File: src/rtl/cpu4_pkg.sv
package cpu4_pkg;
  localparam int OPC_W = 4;

  typedef enum logic [1:0] {
    SRC_A    = 2'd0,
    SRC_B    = 2'd1,
    SRC_IN   = 2'd2,
    SRC_ZERO = 2'd3
  } src_t;

  typedef struct packed {
    src_t src;
    logic wr_a;
    logic wr_b;
    logic wr_out;
    logic wr_pc;
  } ctrl_t;
endpackage

File: src/rtl/cpu4_decode.sv
module cpu4_decode
  import cpu4_pkg::*;
(
  input  logic [OPC_W-1:0] opc,
  input  logic             carry,
  output ctrl_t            ctrl
);
  logic [1:0] dest;

  always_comb begin
    dest        = opc[3:2];
    ctrl.src    = src_t'({opc[1], opc[0] | opc[3]});
    ctrl.wr_a   = (dest == 2'b00);
    ctrl.wr_b   = (dest == 2'b01);
    ctrl.wr_out = (dest == 2'b10);
    ctrl.wr_pc  = (dest == 2'b11) && (opc[0] || !carry);
  end
endmodule

File: src/rtl/cpu4_datapath.sv
module cpu4_datapath
  import cpu4_pkg::*;
#(
  parameter int W = 4
) (
  input  logic [W-1:0] a,
  input  logic [W-1:0] b,
  input  logic [W-1:0] inp,
  input  src_t         src,
  input  logic [W-1:0] imm,
  output logic [W-1:0] opnd,
  output logic [W-1:0] sum,
  output logic         cout
);
  logic [W:0] cy;

  always_comb begin
    unique case (src)
      SRC_A:   opnd = a;
      SRC_B:   opnd = b;
      SRC_IN:  opnd = inp;
      default: opnd = '0;
    endcase
  end

  assign cy[0] = 1'b0;

  for (genvar i = 0; i < W; i++) begin : g_bit
    assign sum[i]  = opnd[i] ^ imm[i] ^ cy[i];
    assign cy[i+1] = (opnd[i] & imm[i]) | (cy[i] & (opnd[i] ^ imm[i]));
  end

  assign cout = cy[W];
endmodule

File: src/rtl/cpu4_ldreg.sv
module cpu4_ldreg #(
  parameter int W    = 4,
  parameter bit STEP = 1'b0
) (
  input  logic         clk,
  input  logic         rst,
  input  logic         ld,
  input  logic [W-1:0] d,
  output logic [W-1:0] q
);
  localparam logic [W-1:0] ONE = W'(1);

  if (STEP) begin : g_count
    always_ff @(posedge clk) begin
      if (rst)     q <= '0;
      else if (ld) q <= d;
      else         q <= q + ONE;
    end
  end else begin : g_hold
    always_ff @(posedge clk) begin
      if (rst)     q <= '0;
      else if (ld) q <= d;
    end
  end
endmodule

File: src/rtl/cpu4_core.sv
module cpu4_core
  import cpu4_pkg::*;
#(
  parameter int W = 4
) (
  input  logic                 clk,
  input  logic                 rst,
  input  logic [W-1:0]         in_port,
  input  logic [W+OPC_W-1:0]   instr,
  output logic [W-1:0]         iaddr,
  output logic [W-1:0]         out_port
);
  localparam int IW = W + OPC_W;

  logic [OPC_W-1:0] opc;
  logic [W-1:0]     imm;
  logic [W-1:0]     a_q, b_q, opnd, sum;
  logic             cout, carry_q;
  ctrl_t            ctrl;

  assign opc = instr[IW-1 -: OPC_W];
  assign imm = instr[W-1:0];

  cpu4_decode u_dec (
    .opc   (opc),
    .carry (carry_q),
    .ctrl  (ctrl)
  );

  cpu4_datapath #(.W(W)) u_dp (
    .a    (a_q),
    .b    (b_q),
    .inp  (in_port),
    .src  (ctrl.src),
    .imm  (imm),
    .opnd (opnd),
    .sum  (sum),
    .cout (cout)
  );

  cpu4_ldreg #(.W(W), .STEP(1'b0)) u_reg_a (
    .clk(clk), .rst(rst), .ld(ctrl.wr_a), .d(sum), .q(a_q)
  );

  cpu4_ldreg #(.W(W), .STEP(1'b0)) u_reg_b (
    .clk(clk), .rst(rst), .ld(ctrl.wr_b), .d(sum), .q(b_q)
  );

  cpu4_ldreg #(.W(W), .STEP(1'b0)) u_reg_out (
    .clk(clk), .rst(rst), .ld(ctrl.wr_out), .d(sum), .q(out_port)
  );

  cpu4_ldreg #(.W(W), .STEP(1'b1)) u_reg_pc (
    .clk(clk), .rst(rst), .ld(ctrl.wr_pc), .d(sum), .q(iaddr)
  );

  always_ff @(posedge clk) begin
    if (rst) carry_q <= 1'b0;
    else     carry_q <= cout;
  end


  pc_step_chk: assert property (@(posedge clk) disable iff (rst)
    !ctrl.wr_pc |=> iaddr == W'($past(iaddr) + 1'b1));


  sum_value_chk: assert property (@(posedge clk) disable iff (rst)
    {cout, sum} == ({1'b0, opnd} + {1'b0, imm}));


  cond_skip_chk: assert property (@(posedge clk) disable iff (rst)
    (opc == 4'b1110 && carry_q) |=> iaddr == W'($past(iaddr) + 1'b1));


  jump_load_chk: assert property (@(posedge clk) disable iff (rst)
    (opc == 4'b1111) |=> iaddr == $past(imm));


  out_hold_chk: assert property (@(posedge clk) disable iff (rst)
    (opc[3:2] != 2'b10) |=> $stable(out_port));


  dec_carry_chk: assert property (@(posedge clk) disable iff (rst)
    (opc == 4'b0000 && imm == '1 && a_q != '0) |=> carry_q);
endmodule

File: config.mk
export PLATFORM = sky130hd
export DESIGN_NAME = cpu4_core
export DESIGN_NICKNAME = d
export VERILOG_FILES = /design/src/rtl/cpu4_pkg.sv /design/src/rtl/cpu4_decode.sv /design/src/rtl/cpu4_datapath.sv /design/src/rtl/cpu4_ldreg.sv /design/src/rtl/cpu4_core.sv
export SDC_FILE = /design/constraint.sdc
export NUM_CORES = 1
export LEC_CHECK = 0
export ABC_AREA = 1
export BUFFER_PORTS_ARGS = -buffer_cell sky130_fd_sc_hd__buf_2
export CAP_MARGIN = 0
export CORE_AREA = 4 4 49 51
export DETAILED_ROUTE_END_ITERATION = 10
export DIE_AREA = 0 0 53 55
export PLACE_DENSITY = 0.71
export SLEW_MARGIN = 20
export SYNTH_ARGS = -nofsm -noshare
export SYNTH_HDL_FRONTEND = slang
export SYNTH_SLANG_ARGS = --single-unit
File: constraint.sdc
create_clock -name clk -period 2.2 [get_ports clk]
set_input_delay 0.33 -clock clk [delete_from_list [all_inputs] [get_ports clk]]
set_output_delay 0.33 -clock clk [all_outputs]
set_load 0.02 [all_outputs]
Word-level counts from Yosys, hierarchy flattened
Index checks and enable logic that the tools add are counted. Widths: inputs -> output; s select.

Bitwise gates (word level): 18. Mux-type cells: 2. Equal/unequal tests: 5. Reduce and logical (&&, ||, !) cells: 5. Add/sub/neg operators: 1.

Operator list (count): $pmux 4 s3 (1); $and 1x1->1 (7); $xor 1x1->1 (7); $eq 2x2->1 const B (3); $add 4x1->4 const B (1); $eq 2x1->1 const B (2); $logic_not 2->1 (2); $mux 4 (1); $or 1x1->1 (4); $logic_and 1x1->1 (1); $logic_not 1->1 (1); $logic_or 1x1->1 (1).

Output and inout bits: 8. Bits of input ports: 14. Flip-flop bits (word level): 17.

Depth between registers and ports, before layout
Gate-level depths: netlist of run 1.

Depth in word-level cells: 10. Depth in mapped cells: 13. Mapped depth without buffers: 13.

By module
A second synthesis of run 1 with hierarchy kept.

Cell total of the unflattened synthesis: 153. Area, all modules: 1002.2 um^2.

By module, submodules not included: cpu4_ldreg at u_reg_a ... (instances 3, seq. area each 80.1 um^2, cells each 26, area each 172.7 um^2); cpu4_datapath (instances 1, seq. area each 0.0 um^2, cells each 37, area each 216.5 um^2); cpu4_ldreg at u_reg_pc (instances 1, seq. area each 80.1 um^2, cells each 25, area each 191.4 um^2); cpu4_decode (instances 1, seq. area each 0.0 um^2, cells each 10, area each 46.3 um^2); cpu4_core (instances 1, seq. area each 20.0 um^2, cells each 3, area each 30.0 um^2).

Worst setup path after synthesis of run 1
OpenSTA, ideal clock, no wires.

Path kind: input-to-reg. Start: in instr[7]. End: reg u_reg_pc.q[3]. Required time: 2.136 ns. Slack: -0.156 ns. Arrival time: 2.292 ns. Path buffers: 0. Stages: 12. Path through: nor2_1 nor2_2 nand2_1 nand3_1 ha_1 fa_1 fa_1 inv_1 fa_1 nand3_1 nand2_1 nor2_1.

Cells in the longest elaborated chain, start to end: 10.

Ends and longest elaborated chain: start, declared (RTL line cpu4_core.sv:9) `input logic [W+OPC_W-1:0] instr,`; $or 1x1->1 (RTL line cpu4_decode.sv:12) `ctrl.src = src_t'({opc[1], opc[0] | opc[3]});`; $eq 2x2->1, or another cell as far along (RTL line cpu4_datapath.sv:18) `unique case (src)`; $pmux 4 s3 (RTL line cpu4_datapath.sv:18); $and 1x1->1 or $xor 1x1->1 (tied branches) (RTL line cpu4_datapath.sv:30) `assign cy[i+1] = (opnd[i] & imm[i]) | (cy[i] & (opnd[i] ^ imm[i]));`; $and 1x1->1 (RTL line cpu4_datapath.sv:30); $or 1x1->1 (RTL line cpu4_datapath.sv:30); $and 1x1->1 (RTL line cpu4_datapath.sv:30); $or 1x1->1 (RTL line cpu4_datapath.sv:30); $xor 1x1->1 (RTL line cpu4_datapath.sv:29) `assign sum[i] = opnd[i] ^ imm[i] ^ cy[i];`; $mux 4 * (RTL line cpu4_ldreg.sv:16) `else if (ld) q <= d;`; end signal, assigned (RTL line cpu4_ldreg.sv:17) `else q <= q + ONE;`; end, declared (RTL line cpu4_ldreg.sv:9) `output logic [W-1:0] q`.

Every way passes the cells marked *; elsewhere a longest branch is shown, timed or not. A chain may end at the register's enable or synchronous reset.

Worst setup path after layout of run 1
Same ends and word-level chain as after synthesis.

==> run metrics, run 1 <==
diode count 0; vias after detailed routing 810; Num CTS Buffers 3; synth cell count leaders 30 x nor2_1, 21 x nand2_1, 17 x dfxtp_1; Core Box Area 0.00194 sq mm; Tightest Pin Transition between 300 and 400 ps; Fin. Hold Viols 0; Mapped Nets 139; first-pass GRT wire length 3220 um; 1st-iter DRT viols 11; hold depth 2; Clock transition at path regs 90 ps; reg2reg end u_reg_pc.q[3]$_SDFF_PP0_; # DRC 0; Top Ports 22; dominant cell type by area after synthesis dfxtp_1; Placer Congestion 0.739; Via density ~4.7; DP HPWL 1500 um; number of global-route vias before repair 780; Pleak 0.522 nW; Final Non-Filler Cells 174; outcome complete, no violations; die area around 0.003 sq mm; final setup fails 0; Post-Route WL 1860 um; initial antenna violation count 0; Post-synth ARST share 0%; Final ANT Viol Nets 0; hold slack roughly 240 ps; clock skew 1.95 ps; Synth cell types 17; Final #Nets 167; WL per Instance 10.7 um; clk_lat worst skew ~280 ps; pin count of the biggest net entering global routing 16; Mapped Cells 120; FF+latch count, synth 17; GR Overflow Total 0; path depth of the worst reg2reg path 10; Total GRT Usage between 10% and 20%; most frequent cell after synthesis nor2_1; Post-Syn Area per Cell 7.09 sq um; CP Launch Type input pin; clk root buf clkbuf_4; maximum VDD drop between 0.4 and 0.5 mV; flop2flop setup slack 100 ps; max-slew violations 0; RSZ-0062 raised after global routing yes; fmax 474 MHz; Synth top area share 40.0%; clk buf depth 2; htree depth 1; Hold Crit Start rst; CP required 2430 ps; Synth Warn # 0; IO Port Bufs 21; period utilization 95.9%; Worst Path Arrival around 2300 ps; fin util 55.0%; top post-synthesis cells by area dfxtp_1 40%, nor2_1 13%, nand2_1 9.3%, o21ai_0 7.6%, fa_1 7.1%; placed cell count 170; register area share after synthesis 40.0%; Sinks on Clock Net 17; power density cells 629 mW/mm^2; Slew headroom about three quarters; max_cap viols 0; Worst R2R Start u_reg_a.q[0]$_SDFFE_PP0N_; placed cell areas 0.00103 sq mm; Setup CP Type input pin to flip-flop; drt pass-1 iters 3; Final Critical Period 2110 ps; Initial Util 43.8%; cell area after synthesis between 800 and 900 sq um; final instance area 0.00107 sq mm; DIE HEIGHT 55 um; die width 53 um; Layout area overhead 25.4%; share of cells above drive strength 1 a little under a third; CP max FO 4; # fillers 197; Hold Crit Endpoint carry_q$_SDFF_PP0_; Hold Path Class input pin to flip-flop; TritonCTS clock tree yes; Post-synth EDFFs 0; Worst setup EP type flip-flop; Primary FF master, synth dfxtp_1; FP Rows 16
## what timing repair did
item                                    CTS  global route
hold endpoints to repair                  0             0
buffers inserted                          0             0
hold buffers                              0             0
endpoints found under the setup margin    0             2
resized for setup                         0             6
## placed cells by master (no fill, tap or decap)
cell       n
dfxtp_1   17
ha_1       1
nand2_2    3
nor2_4     3
o21ai_0   13
clkinv_1   1
nand3_1    5
and3_1     1
clkbuf_4   3
clkbuf_1   1
nand2_1   20
a21oi_1    4
fa_2       3
buf_4      5
o21ai_1    1
nand3_2    1
nor2_2     3
inv_2      4
inv_1     10
nor2_1    28
buf_2     19
ha_2       1
## state kept, by name (all words and copies together), names as in the netlist
signal       count
u_reg_b.q        4
u_reg_pc.q       4
u_reg_out.q      4
carry_q          1
u_reg_a.q        4
## through the flow
stage / setup TNS [ps] / setup WS, ps / total power, mW
after global routing: -25.0 / -25.0 / 0.713
after CTS: 0 / 36.1 / 0.672
after detailed placement: -775 / -256 / 0.513
final: 0 / 91.1 / 0.671
after global placement: -653 / -225 / 0.510
after floorplan: 0 / 3.87 / 0.454
## cell type report
class	count	area, sq um	area share [%]
timing repair buffer	24	133	12.4
sequential	17	340	31.9
inverter	15	56.3	5.28
clock buffer	4	26.3	2.46
tap	27	33.8	3.17
multi-input combinational	87	478	44.8
## per-layer routing
metal | track usage, % | vias to the layer above | share of wire, %
li1 | - | 428 | -
met1 | 20.3 | 364 | 48
met2 | 24.2 | 14 | 47
met3 | 1.61 | 4 | 3.4
met4 | 7.66 | 0 | 1.2
met5 | 0 | - | 0
## kinds of logic (layout without fill, tap and decap cells)
kind of cell	Yosys count	in the layout	synth area share [%]
buffers and inverters	16	43	7.06
and+or+nand+nor	64	64	32.4
adders and majority gates	5	5	10.0
DFF	17	17	40.0
AOI/OAI and AO/OA	18	18	10.6
## how the worst max path moves through the flow
stage,endpoint,depth (start not counted),slack (ps),startpoint
6_report,u_reg_pc.q[3]$_SDFF_PP0_,13,90,instr[7]
5_1_grt,u_reg_pc.q[3]$_SDFF_PP0_,14,-30,instr[7]
4_1_cts,u_reg_pc.q[3]$_SDFF_PP0_,14,40,instr[4]
3_5_place_dp,u_reg_pc.q[3]$_SDFF_PP0_,14,-260,instr[4]
3_3_place_gp,u_reg_pc.q[3]$_SDFF_PP0_,14,-220,instr[7]
2_1_floorplan,u_reg_pc.q[3]$_SDFF_PP0_,13,4,instr[7]
## worst max-delay path: stages
cell and delay (ps):
buf_4 130, nor2_4 100, nor2_2 60, nand2_1 50, nand3_1 80, ha_2 180, fa_2 330, fa_2 340
inv_2 60, fa_2 460, nand3_2 70, nand2_1 40, nor2_1 80
## where the power goes
part           total (mW)  switching (mW)  internal, mW
combinational       0.164          0.0983        0.0654
sequential          0.347          0.0141         0.333
clock               0.161          0.0905        0.0704
total               0.671           0.203         0.468
Note: power is estimated with default switching activity, not from simulation.
==> run 2: changes to the inputs <==
- CTS_BUF_LIST: default -> sky130_fd_sc_hd__clkbuf_8 sky130_fd_sc_hd__clkbuf_16
- GPL_TIMING_DRIVEN: default -> 0
==> run 2 against run 1 <==
The run now ends with setup timing left. Die area is the same. Setup slack got worse by 94 ps. Sequential share of layout area fell by 2.1 points. Worst hold slack gained 14 ps. Core utilization rose by 3.8 points. Global-route usage about the same. Register-to-register slack got worse by 50 ps. First-iteration DRC count is 64% lower. Routed wire length increased by 3.2%. Critical path type unchanged. Critical endpoint unchanged. Largest cell class unchanged. Largest power group unchanged. Highest routed layer unchanged.
==> run metrics, run 2 (synthesized netlist as in run 1, its figures left out) <==
outcome finished, violations left; failing checks setup timing; Layout area overhead 34.1%; FP Rows 16 (unchanged); clk root buf clkbuf_8; Pleak 0.550 nW (+5.3%); Placer Congestion 0.771 (+4.3%); diode count 0 (unchanged); CP delay by family, top adder cells; IO Port Bufs 21 (unchanged); CTS Hold Bufs 0 (unchanged); commonest non-fill, non-tap cells in the layout 28 x nor2_1, 19 x buf_2, 18 x nand2_1; drt pass-1 iters 6 (+3); clock skew 2.07 ps (+0.119 ps); Crit path depth 13 (unchanged); max_cap viols 0 (unchanged); Core Box Area 0.00194 sq mm (unchanged); Total GRT Usage 15.2% (+0.040 points); Final Non-Filler Cells 174 (unchanged); Sinks on Clock Net 17 (unchanged); Post-Route WL 1920 um (+3.2%); Initial Util 43.8% (unchanged); total negative slack -3.33 ps (-3.33 ps); Final Critical Period 2200 ps (+94.5 ps); final setup fails 1 (+1); Buf/Inv on CP 2 (unchanged); first-pass GRT wire length 3190 um (-0.65%); RSZ-0062 raised after global routing yes; max-slew violations 0 (unchanged); Worst path max stage delay 470 ps (about the same); Worst Path Arrival 2400 ps (+60 ps); worst-path cell chain buf_12, nor2_4, nor2_4, nand2_2, nand3_2, ha_4, fa_2, fa_2, inv_2, fa_2, nand3_2, nand2_1, nor2_1; Hold Path Class input pin to flip-flop; CP max FO 5 (+1); Slew headroom 77.2% (+1.9 points); most common cell after layout, fill and taps aside nor2_1; Fin. Hold Viols 0 (unchanged); die area 0.00292 sq mm (unchanged); GR Overflow Total 0 (unchanged); hold depth 2 (unchanged); 1st-iter DRT viols 4 (-7); DIE HEIGHT 55 um (unchanged); pin count of the biggest net entering global routing 11 (-5); Most common cell on crit path fa_2; period utilization 100% (+4.3 points); initial antenna violation count 0 (unchanged); fmax 454 MHz (-4.3%); CP required 2390 ps (-40 ps); Setup CP Type input pin to flip-flop; DP HPWL 1450 um (-2.8%); Final #Nets 167 (unchanged); path depth of the worst reg2reg path 10 (unchanged); CP max-delay cell fa_2; Worst setup EP type flip-flop; placed cell count 168 (-1.2%); vias after detailed routing 822 (+1.5%); number of global-route vias before repair 804 (+3.1%); # DRC 0 (unchanged); Num CTS Buffers 3 (unchanged); clk_lat worst skew 250 ps (-30 ps); maximum VDD drop 0.454 mV (-4.8%); post-route setup slack -3.33 ps (-94.5 ps); Final ANT Viol Nets 0 (unchanged); clk buf depth 2 (unchanged); Clock transition at path regs 60 ps (-30 ps); WL per Instance 11.0 um (+3.2%); die width 53 um (unchanged); Tightest Pin Transition 341 ps (-27.6 ps); power density cells 659 mW/mm^2 (+4.7%); Via density 4.72 (+1.5%); TritonCTS clock tree yes; htree depth 1 (unchanged); CP Launch Type input pin; Top Ports 22 (unchanged); share of cells above drive strength 1 33.3% (+2.7 points)
run 2: changes by cell type in the layout (fill, tap and decap cells not counted), sizes merged:
| cell | delta |
|---|---|
| clkbuf | -1 |
| inv | +1 |
run 2: cell type report:
cell class                      count  area (sq um)
Timing Repair Buffer               23           138
Tap cell                           27          33.8
Fill cell                         169           801
Clock buffer                        3          41.3
Sequential cell                    17           340
Clock inverter                      1          3.75
Buffer                              1          3.75
Inverter                           15          58.8
Multi-Input combinational cell     87           522
run 2: per-stage QoR:
step	setup WS, ps	hold slack, ps	total power, mW	cell area, sq um	util [%]
floorplan	3.87	397	0.454	868	-
global placement	-383	496	0.508	1010	51.9
detailed placement	-392	500	0.509	1010	51.9
CTS	5.99	247	0.746	1070	55.2
global route	-95.2	259	0.795	1140	58.8
finish	-3.33	251	0.752	1140	58.8
run 2: power by group:
part / switching, mW / internal, mW
Clock: 0.103 / 0.124
Sequential: 0.0144 / 0.333
Combinational: 0.105 / 0.0723
run 2: worst paths after layout:
path,start,endpoint,slack (ps)
setup / recovery,instr[7],u_reg_pc.q[3]$_SDFF_PP0_,-3
hold / removal,rst,carry_q$_SDFF_PP0_,250
setup reg to reg,u_reg_b.q[0]$_SDFFE_PP0N_,u_reg_pc.q[3]$_SDFF_PP0_,50
hold reg to reg,u_reg_out.q[0]$_SDFFE_PP0N_,u_reg_out.q[0]$_SDFFE_PP0N_,520
run 2: worst register-to-register path, delay by kind of cell (launching register included):
| family | cells | cell delay (ps) |
|---|---|---|
| adder cells (fa/ha/maj) | 4 | 1320 |
| AND/OR/NAND/NOR | 5 | 370 |
| flip-flops | 1 | 310 |
| buffers and inverters | 1 | 70 |
run 2: what timing repair did:
action | CTS | global route
setup buffers | 0 | 2
pin swaps | 1 | 3
endpoints found under the setup margin | 4 | 4
resized for setup | 6 | 14
run 2: metal layers:
layer  up-vias  track usage [%]  routed length, um
met2        16             25.0                897
met1       375             18.0                900
li1        426                -                  -
met5         -                0                  0
met3         5             5.09                 89
met4         0             6.81                 29
==> run 3: changes to the inputs <==
- BUFFER_PORTS_ARGS: -buffer_cell sky130_fd_sc_hd__buf_2 -> default
- CORE_AREA: 4 4 49 51 -> 4 4 47 49
- DIE_AREA: 0 0 53 55 -> 0 0 51 53
- DONT_BUFFER_PORTS: default -> 1
- HOLD_SLACK_MARGIN: default -> 0.06
- PLACE_DENSITY: 0.71 -> 0.65
==> run 3 against run 2 <==
The flow now finishes without violations. Core utilization shrank 6.4 points. Setup slack gained 49 ps. Sequential share of layout area grew 5.2 points. Largest cell class unchanged. Highest routed layer is now met3. Clock skew grew 1.9 ps.
==> run metrics, run 3 (synthesized netlist as in run 1, its figures left out) <==
Worst setup EP type flip-flop; share of cells above drive strength 1 19.2% (-14 points); TritonCTS clock tree yes; Hold Path Class input pin to flip-flop; commonest non-fill, non-tap cells in the layout 29 x nor2_1, 19 x nand2_1, 16 x dfxtp_1; CP max FO 4 (-1); clk buf depth 2 (unchanged); clock skew 3.94 ps (+1.87 ps); fmax 464 MHz (+2.3%); DP HPWL 1390 um (-4.2%); reg2reg end u_reg_a.q[3]$_SDFFE_PP0N_; die width 51 um (-3.8%); most common cell after layout, fill and taps aside nor2_1; maximum VDD drop 0.377 mV (-17%); path depth of the worst reg2reg path 9 (-1); fin util 52.4% (-6.4 points); CP max-delay cell fa_2; Final Critical Period 2150 ps (-49.3 ps); flop2flop setup slack 50 ps (about the same); Tightest Pin Transition 409 ps (+67.4 ps); Critical path destination u_reg_a.q[3]$_SDFFE_PP0N_; outcome complete, no violations; Total GRT Usage 13.8% (-1.4 points); power density cells 725 mW/mm^2 (+10%); Num CTS Buffers 3 (unchanged); CP Launch Type flip-flop; met1 Usage GRT 15.4% (-2.5 points); global routing's busiest layer met2; Core Box Area 0.00186 sq mm (-4.1%); CP required 2390 ps (about the same); period utilization 97.9% (-2.2 points); CTS Hold Bufs 0 (unchanged); Final #Nets 145 (-13%); Layout area overhead 14.6%; Slew headroom 72.6% (-4.6 points); Final ANT Viol Nets 0 (unchanged); Via density 4.81 (+1.8%); met3 Usage GRT 4.79% (-0.31 points); initial antenna violation count 0 (unchanged); die area 0.00270 sq mm (-7.3%); drt pass-1 iters 4 (-2); Placer Congestion 0.764 (-0.88%); WL per Instance 11.3 um (+3.0%); Sinks on Clock Net 17 (unchanged); register area 342 sq um (+0.37%); # fillers 182 (+7.7%); final setup fails 0 (-1); number of global-route vias before repair 695 (-14%); hold slack 139 ps (-112 ps); DIE HEIGHT 53 um (-3.6%); vias after detailed routing 731 (-11%); Most common cell on crit path fa_2; Setup crit start u_reg_a.q[0]$_SDFFE_PP0N_; pin count of the biggest net entering global routing 11 (unchanged); clk root buf clkbuf_8; GR Overflow Total 0 (unchanged); Top Ports 22 (unchanged); max_cap viols 0 (unchanged); Worst R2R Start u_reg_a.q[0]$_SDFFE_PP0N_; Post-Route WL 1730 um (-10%); max-slew violations 0 (unchanged); htree depth 1 (unchanged); Worst Path Arrival 2340 ps (-60 ps); Multi-input gate area 487 sq um (-6.7%); Initial Util 45.7% (+1.9 points); Clock transition at path regs 70 ps (about the same); FP Rows 16 (unchanged); worst-path cell chain nand2_1, nand3_2, ha_2, fa_2, fa_2, inv_2, fa_2, buf_4, a21oi_2; Pleak 0.441 nW (-20%); clk_lat worst skew 250 ps (about the same); Worst path max stage delay 470 ps (about the same); 1st-iter DRT viols 14 (+10); diode count 0 (unchanged); Fin. Hold Viols 0 (unchanged); IO Port Bufs 0 (-100%); first-pass GRT wire length 2810 um (-12%); Setup CP Type flip-flop to flip-flop; RSZ-0062 raised after global routing yes; # DRC 0 (unchanged); met2 Track Usage GR 25.1% (+0.11 points)
==> run 3: changes by cell type in the layout (fill, tap and decap cells not counted), sizes merged <==
cell / delta
buf: -22
==> run 3: per-layer routing <==
layer / vias to the layer above / share of wire (%)
li1: 383 / -
met1: 331 / 46
met2: 17 / 49
met3: 0 / 5.3
met4: 0 / 0
met5: - / 0
==> run 3: layout make-up <==
type                            count  share of cell area, %
Clock inverter                      1                  0.385
Multi-Input combinational cell     87                   49.9
Sequential cell                    17                   35.0
Timing Repair Buffer                1                  0.770
Buffer                              1                  0.385
Inverter                           15                   5.78
Tap cell                           27                   3.47
Clock buffer                        3                   4.24
==> run 3: worst max-delay path: cells and delay by family (launching register included) <==
kind,cells,cell delay (ps)
DFF,1,310
buffers and inverters,2,220
AOI/OAI and AO/OA,1,90
adders and majority gates,4,1320
and+or+nand+nor,2,140
==> run 3: repair_timing <==
item	CTS	global route
resized for setup	0	6
setup buffers	0	1
endpoints found under the setup margin	0	1
==> run 3: worst min path at each step <==
stage,startpoint,to,slack [ps],cells past startpoint
2_1_floorplan,rst,carry_q$_SDFF_PP0_,400,1
3_3_place_gp,rst,carry_q$_SDFF_PP0_,400,1
3_5_place_dp,rst,carry_q$_SDFF_PP0_,400,1
4_1_cts,rst,carry_q$_SDFF_PP0_,140,1
5_1_grt,rst,carry_q$_SDFF_PP0_,130,1
6_report,rst,carry_q$_SDFF_PP0_,140,1
==> run 3: report_power, final <==
group	total (mW)	internal, mW	switching, mW
combinational	0.119	0.0504	0.0687
sequential	0.366	0.333	0.0323
clock	0.222	0.123	0.0988
total	0.707	0.507	0.200
==> run 3: through the flow <==
| stage | TNS [ps] | setup WS, ps | std cells | cell area [sq um] | total power, mW |
|---|---|---|---|---|---|
| finish | 0 | 45.9 | 152 | 975 | 0.707 |
| global route | -93.7 | -50.7 | 152 | 975 | 0.748 |
| CTS | 0 | 44.3 | 151 | 947 | 0.703 |
| detailed placement | -334 | -164 | 147 | 902 | 0.480 |
| global placement | -220 | -141 | 147 | 902 | 0.480 |
| floorplan | 0 | 3.87 | 120 | 868 | 0.454 |
